===== src/rtl/baudgen_pkg.sv =====
package baudgen_pkg;
  typedef enum logic [1:0] {
    TIN_OSC_SLOW = 2'd0,
    TIN_SYS_QTR  = 2'd1,
    TIN_SYS_FULL = 2'd2
  } tin_src_e;

  // high-speed select has priority over the quarter-rate select
  function automatic tin_src_e pick_src(input logic hs, input logic q4);
    if (hs)      return TIN_SYS_FULL;
    else if (q4) return TIN_SYS_QTR;
    else         return TIN_OSC_SLOW;
  endfunction
endpackage


===== src/rtl/bg_prescale.sv =====
module bg_prescale
  import baudgen_pkg::*;
#(
  parameter int OSC_DIV = 12,
  parameter int SYS_DIV = 4
) (
  input  logic clk,
  input  logic rst_n,
  input  logic run,
  input  logic osc_en,
  input  logic sys_en,
  input  logic hs_sel,
  input  logic q4_sel,
  output logic tin
);
  localparam int OW = $clog2(OSC_DIV);
  localparam int SW = $clog2(SYS_DIV);
  localparam logic [OW-1:0] OLAST = OW'(OSC_DIV - 1);
  localparam logic [SW-1:0] SLAST = SW'(SYS_DIV - 1);

  logic [OW-1:0] osc_cnt;
  logic [SW-1:0] sys_cnt;
  logic osc_hit, sys_hit;
  tin_src_e src;

  assign osc_hit = run && osc_en && (osc_cnt == OLAST);
  assign sys_hit = run && sys_en && (sys_cnt == SLAST);
  assign src     = pick_src(hs_sel, q4_sel);

  always_ff @(posedge clk or negedge rst_n) begin
    if (!rst_n) begin
      osc_cnt <= '0;
      sys_cnt <= '0;
    end else if (!run) begin
      osc_cnt <= '0;
      sys_cnt <= '0;
    end else begin
      if (osc_en) osc_cnt <= (osc_cnt == OLAST) ? '0 : osc_cnt + 1'b1;
      if (sys_en) sys_cnt <= (sys_cnt == SLAST) ? '0 : sys_cnt + 1'b1;
    end
  end

  always_comb begin
    unique case (src)
      TIN_SYS_FULL: tin = run && sys_en;
      TIN_SYS_QTR:  tin = sys_hit;
      default:      tin = osc_hit;
    endcase
  end
endmodule


===== src/rtl/bg_reload_timer.sv =====
module bg_reload_timer #(
  parameter int CW = 8
) (
  input  logic          clk,
  input  logic          rst_n,
  input  logic          run,
  input  logic          tin,
  input  logic [CW-1:0] reload,
  output logic          ovf,
  output logic [CW-1:0] cnt
);
  localparam logic [CW-1:0] TOP = '1;

  always_ff @(posedge clk or negedge rst_n) begin
    if (!rst_n) begin
      cnt <= '0;
      ovf <= 1'b0;
    end else if (run && tin) begin
      if (cnt == TOP) begin
        cnt <= reload;
        ovf <= 1'b1;
      end else begin
        cnt <= cnt + 1'b1;
        ovf <= 1'b0;
      end
    end else begin
      ovf <= 1'b0;
    end
  end
endmodule


===== src/rtl/bg_tick_div.sv =====
module bg_tick_div #(
  parameter int OS_PER_BIT = 16,
  parameter int FIX_FAST   = 2
) (
  input  logic clk,
  input  logic rst_n,
  input  logic ovf,
  input  logic osc_en,
  input  logic dbl,
  input  logic fixed_mode,
  output logic os_tick,
  output logic bit_tick
);
  localparam int FIX_SLOW = 2 * FIX_FAST;
  localparam int FW = $clog2(FIX_SLOW);
  localparam int BW = $clog2(OS_PER_BIT);
  localparam logic [BW-1:0] BLAST = BW'(OS_PER_BIT - 1);

  logic          half;
  logic          ovf_pass;
  logic [FW-1:0] fcnt;
  logic [FW-1:0] flast;
  logic          fix_hit;
  logic [BW-1:0] bcnt;

  assign ovf_pass = ovf && (dbl || half);
  assign flast    = dbl ? FW'(FIX_FAST - 1) : FW'(FIX_SLOW - 1);
  assign fix_hit  = osc_en && (fcnt >= flast);

  always_ff @(posedge clk or negedge rst_n) begin
    if (!rst_n) begin
      half     <= 1'b0;
      fcnt     <= '0;
      bcnt     <= '0;
      os_tick  <= 1'b0;
      bit_tick <= 1'b0;
    end else begin
      if (ovf) half <= ~half;
      if (osc_en) fcnt <= (fcnt >= flast) ? '0 : fcnt + 1'b1;
      os_tick  <= fixed_mode ? fix_hit : ovf_pass;
      bit_tick <= 1'b0;
      if (os_tick) begin
        if (bcnt == BLAST) begin
          bcnt     <= '0;
          bit_tick <= 1'b1;
        end else begin
          bcnt <= bcnt + 1'b1;
        end
      end
    end
  end
endmodule


===== src/rtl/baud_tick_gen.sv =====
module baud_tick_gen #(
  parameter int CW         = 8,
  parameter int OSC_DIV    = 12,
  parameter int SYS_DIV    = 4,
  parameter int OS_PER_BIT = 16,
  parameter int FIX_FAST   = 2
) (
  input  logic          clk,
  input  logic          rst_n,
  input  logic          osc_en,
  input  logic          sys_en,
  input  logic          hs_sel,
  input  logic          q4_sel,
  input  logic          dbl,
  input  logic          fixed_mode,
  input  logic          run,
  input  logic [CW-1:0] reload,
  output logic          ovf_tick,
  output logic          os_tick,
  output logic          bit_tick
);
  logic          tin_w;
  logic [CW-1:0] cnt_w;

  bg_prescale #(.OSC_DIV(OSC_DIV), .SYS_DIV(SYS_DIV)) u_pre (
    .clk(clk), .rst_n(rst_n), .run(run), .osc_en(osc_en), .sys_en(sys_en),
    .hs_sel(hs_sel), .q4_sel(q4_sel), .tin(tin_w)
  );

  bg_reload_timer #(.CW(CW)) u_tmr (
    .clk(clk), .rst_n(rst_n), .run(run), .tin(tin_w), .reload(reload),
    .ovf(ovf_tick), .cnt(cnt_w)
  );

  bg_tick_div #(.OS_PER_BIT(OS_PER_BIT), .FIX_FAST(FIX_FAST)) u_div (
    .clk(clk), .rst_n(rst_n), .ovf(ovf_tick), .osc_en(osc_en), .dbl(dbl),
    .fixed_mode(fixed_mode), .os_tick(os_tick), .bit_tick(bit_tick)
  );
endmodule


===== config.mk =====
export PLATFORM = sky130hd
export DESIGN_NAME = baud_tick_gen
export DESIGN_NICKNAME = d
export VERILOG_FILES = /design/src/rtl/baudgen_pkg.sv /design/src/rtl/bg_prescale.sv /design/src/rtl/bg_reload_timer.sv /design/src/rtl/bg_tick_div.sv /design/src/rtl/baud_tick_gen.sv
export SDC_FILE = /design/constraint.sdc
export NUM_CORES = 1
export LEC_CHECK = 0
export ABC_AREA = 1
export BUFFER_PORTS_ARGS = -buffer_cell sky130_fd_sc_hd__buf_2
export CAP_MARGIN = 40
export CORE_MARGIN = 2
export CORE_UTILIZATION = 40
export CTS_CLUSTER_SIZE = 40
export DETAILED_ROUTE_END_ITERATION = 6
export PLACE_DENSITY = 0.69
export REMOVE_ABC_BUFFERS = 1
export SLEW_MARGIN = 20
export SYNTH_ARGS = -nofsm -noshare
export SYNTH_HDL_FRONTEND = slang
export SYNTH_HIERARCHICAL = 1
export SYNTH_SLANG_ARGS = --single-unit

===== constraint.sdc =====
create_clock -name clk -period 2.5 [get_ports clk]
set_clock_uncertainty 0.2 [all_clocks]
set_input_delay 0.5 -clock clk [delete_from_list [all_inputs] [get_ports clk]]
set_output_delay 0.5 -clock clk [all_outputs]
set_load 0.03 [all_outputs]

==> summary.txt <==
Cells and area
  – Synth-to-Final Area Change: 15.8%
  – Most common cell after layout, fill and taps aside: nand2_1
  – Nets: between 200 and 250
  – # diodes: 0
  – Most frequent cells in the layout: 54 x nand2_1, 24 x dfrtp_1, 20 x inv_1, 20 x nand3_1, 19 x buf_2
  – Layout cell share with drive strength beyond 1: 19.7%

Power
  – Peak supply drop: 0.000266 V
  – Leak Pwr: ~0.84 nW
  – Pwr/cell area: between 600 and 700 nW/um2

STA
  – Setup tns final: 0 ns
  – Slew @ Worst Pin: approximately 0.53 ns
  – Max_slew headroom: 64.8%
  – Final Critical Period: about 2 ns
  – Hold Vio Cnt, Final: 0
  – Final setup fails: 0
  – Slew Limit Fails: 0
  – Worst setup margin: between 0.5 and 0.6 ns
  – Final Cycle Share: approximately four fifths
  – Fmax: approximately 500 MHz
  – RSZ-0062 raised after global routing: false

Worst setup path
  – Cell depth of the worst flop-to-flop path: 10
  – Critical Path End Type: flip-flop
  – Worst path arrival time: slightly below 2 ns
  – CP most frequent cell: nand2_1
  – Critical path required time: around 2.5 ns
  – Reg2reg end: u_tmr/cnt[6]$_DFFE_PN0P_
  – Slowest CP cell: dfrtp_1
  – Crit-path cells: ha_1 -> nand2_1 -> nor2_1 -> nand2_1 -> o21ai_1 -> nand2_1 -> inv_2 -> nand3_1 -> nand2_1 -> o21ai_1
  – Crit-path max cell delay: ~0.46 ns
  – CP max FO: 9
  – Worst Path Class, Setup: flip-flop to flip-flop
  – CP Launch Type: flip-flop
  – Worst reg2reg setup slack: between 0.5 and 0.6 ns
  – Reg-to-reg startpoint: u_pre/osc_cnt[0]$_DFFE_PN0P_

CTS
  – Later-pin clock latency in the skew report: 0.32 ns
  – Clock-pin slew on the worst setup and hold paths: about 0.14 ns
  – CTS root buf: clkbuf_4
  – Post-CTS Setup Inserts: 0
  – Clk sinks: 24
  – CTS Buffer Depth: 2
  – H-tree depth: 1
  – Cts bufs inserted: 3
  – CTS tree: built

Global routing
  – Largest net degree at the start of global routing: 25
  – Total congestion overflow: 0
  – First-pass GRT wire length: 4210 um
  – Initial antenna violation count: 0
  – Total GRT Usage: around 14%
  – Number of global-route vias before repair: around 960

Synth
  – Synth Instances: 174
  – Sequential share of the synthesized area: about 44%
  – Mapped Avg Cell Area: 7.81 um2
  – Mapped cell area: 1360 um2
  – Top_reg_cell synth: dfrtp_1
  – Post-synth EDFFs: 0
  – Synthesis Warnings: 6
  – Synth unique cells: 27
  – Flops & latches, synth: 24
  – Asr flop ratio synth: 100%

Hold path
  – Worst hold endpoint: u_div/os_tick$_DFF_PN0_
  – Hold Path Depth: 2
  – Worst Hold Class: input pin to flip-flop
  – Worst hold start: fixed_mode

Outcome
  – Outcome: finished clean

Drt
  – First-pass iteration count of the detailed router: 4
  – Post-Route WL: roughly 2400 um
  – Routed Antenna Nets: 0
  – DR vias/cell: 4.69
  – DRC violations left: 0
  – DR WL/cell: around 9.8 um
  – Via count: around 1.1k
  – Drt initial violations: 26

Die
  – Initial cell density of the core: around 41%
  – Ports: 20
  – Die Height: 62.3 um
  – Die Wd: 62.3 um
  – Num rows: 21
  – Core Box Area: between 3000 and 4000 um2
  – Full die area: 3880 um2

Placement
  – Port Buffer Count: 19
  – Dpl hpwl: around 1800 um
  – GP Congestion: between 0.8 and 0.9
  – Place WS: between 0.5 and 0.6 ns

Flow run
  – Maxcap violations: 0
-- what timing repair did --
item / 4_1_cts / 5_1_grt
hold endpoints to repair: 24 / 0
hold buffers: 1 / 0
gates resized for setup: 0 / 0
-- sequential cells by signal (all words and copies together) (netlist names) --
register and count:
u_tmr/ovf 1, u_div/os_tick 1, u_div/fcnt 2, u_div/bcnt 4, u_pre/sys_cnt 2, u_div/bit_tick 1
u_div/half 1, u_pre/osc_cnt 4, u_tmr/cnt 8
-- worst max-delay path: cells and delay by family, from the launching register on --
family	cells	cell delay, ns
and+or+nand+nor	6	0.59
adders and majority gates	1	0.25
AOI/OAI and AO/OA	2	0.16
DFF	1	0.46
buffers and inverters	1	0.20
-- per-stage QoR --
step           hold slack [ns]  std cells  power [mW]  utilization (%)  instance area [um2]
6_report                 0.169        244        1.09             47.5                 1570
5_1_grt                  0.179        244        1.18             47.5                 1570
4_1_cts                  0.166        244        1.10             47.5                 1570
3_5_place_dp             0.253        239       0.806             45.7                 1510
3_3_place_gp             0.250        239       0.801             45.7                 1510
2_1_floorplan          0.00441        174       0.733                -                 1360
-- logic make-up (layout without fill, tap and decap cells) --
| group | after synthesis | in the layout | share of synthesized area (%) |
|---|---|---|---|
| buffers and inverters | 23 | 47 | 6.45 |
| XOR/XNOR | 3 | 3 | 1.93 |
| AO/OA/AOI/OAI | 17 | 17 | 7.55 |
| adder cells (fa/ha/maj) | 5 | 5 | 4.60 |
| flip-flops | 24 | 24 | 44.2 |
| AND/OR/NAND/NOR | 102 | 102 | 35.3 |
-- how the worst max path moves through the flow --
stage,start,slack (ns),end,cells after the start
finish,u_pre/osc_cnt[0]$_DFFE_PN0P_,0.54,u_tmr/cnt[6]$_DFFE_PN0P_,10
detailed placement,hs_sel,0.52,u_tmr/cnt[4]$_DFFE_PN0P_,8
global placement,hs_sel,0.55,u_tmr/cnt[6]$_DFFE_PN0P_,8
CTS,u_pre/osc_cnt[0]$_DFFE_PN0P_,0.51,u_tmr/cnt[6]$_DFFE_PN0P_,10
global route,u_pre/osc_cnt[0]$_DFFE_PN0P_,0.35,u_tmr/cnt[6]$_DFFE_PN0P_,10
floorplan,hs_sel,0.76,u_tmr/cnt[6]$_DFFE_PN0P_,7
-- final cells by class --
| class | instances | area, um2 |
|---|---|---|
| fillers | 354 | 1740 |
| multi-input cells | 127 | 671 |
| flip-flops and latches | 24 | 601 |
| repair buffers | 20 | 105 |
| inverters | 23 | 87.6 |
| well taps | 46 | 57.6 |
| clock inverters | 1 | 30.0 |
| clock buffers | 3 | 22.5 |
-- cells in the mapped netlist (2+ instances only) --
cell type	n	share of area (%)
a21boi_0	2	1.1
a21oi_1	2	0.74
dfrtp_1	24	44
ha_1	5	4.6
inv_1	20	5.5
inv_2	2	0.55
nand2_1	54	15
nand2_2	3	1.4
nand2_4	2	1.7
nand3_1	20	7.4
nand3b_1	2	1.1
nor2_1	13	3.6
nor2_2	2	0.92
o21ai_0	6	2.2
o21ai_1	3	1.1
o21ai_2	2	1.3
xor2_1	2	1.3
-- metal layers --
metal / vias to the layer above / track usage (%) / wire length [um]
li1: 606 / - / -
met1: 521 / 18.0 / 1200
met2: 16 / 21.1 / 1060
met3: 2 / 3.99 / 96
met4: 0 / 6.67 / 22
met5: - / 0 / 0
-- power breakdown --
part | internal, mW | total [mW] | switching, mW
sequential | 0.467 | 0.547 | 0.0797
combinational | 0.104 | 0.253 | 0.149
clock | 0.162 | 0.286 | 0.124
total | 0.733 | 1.09 | 0.352
No activity file was read; power rests on OpenSTA's default activity.
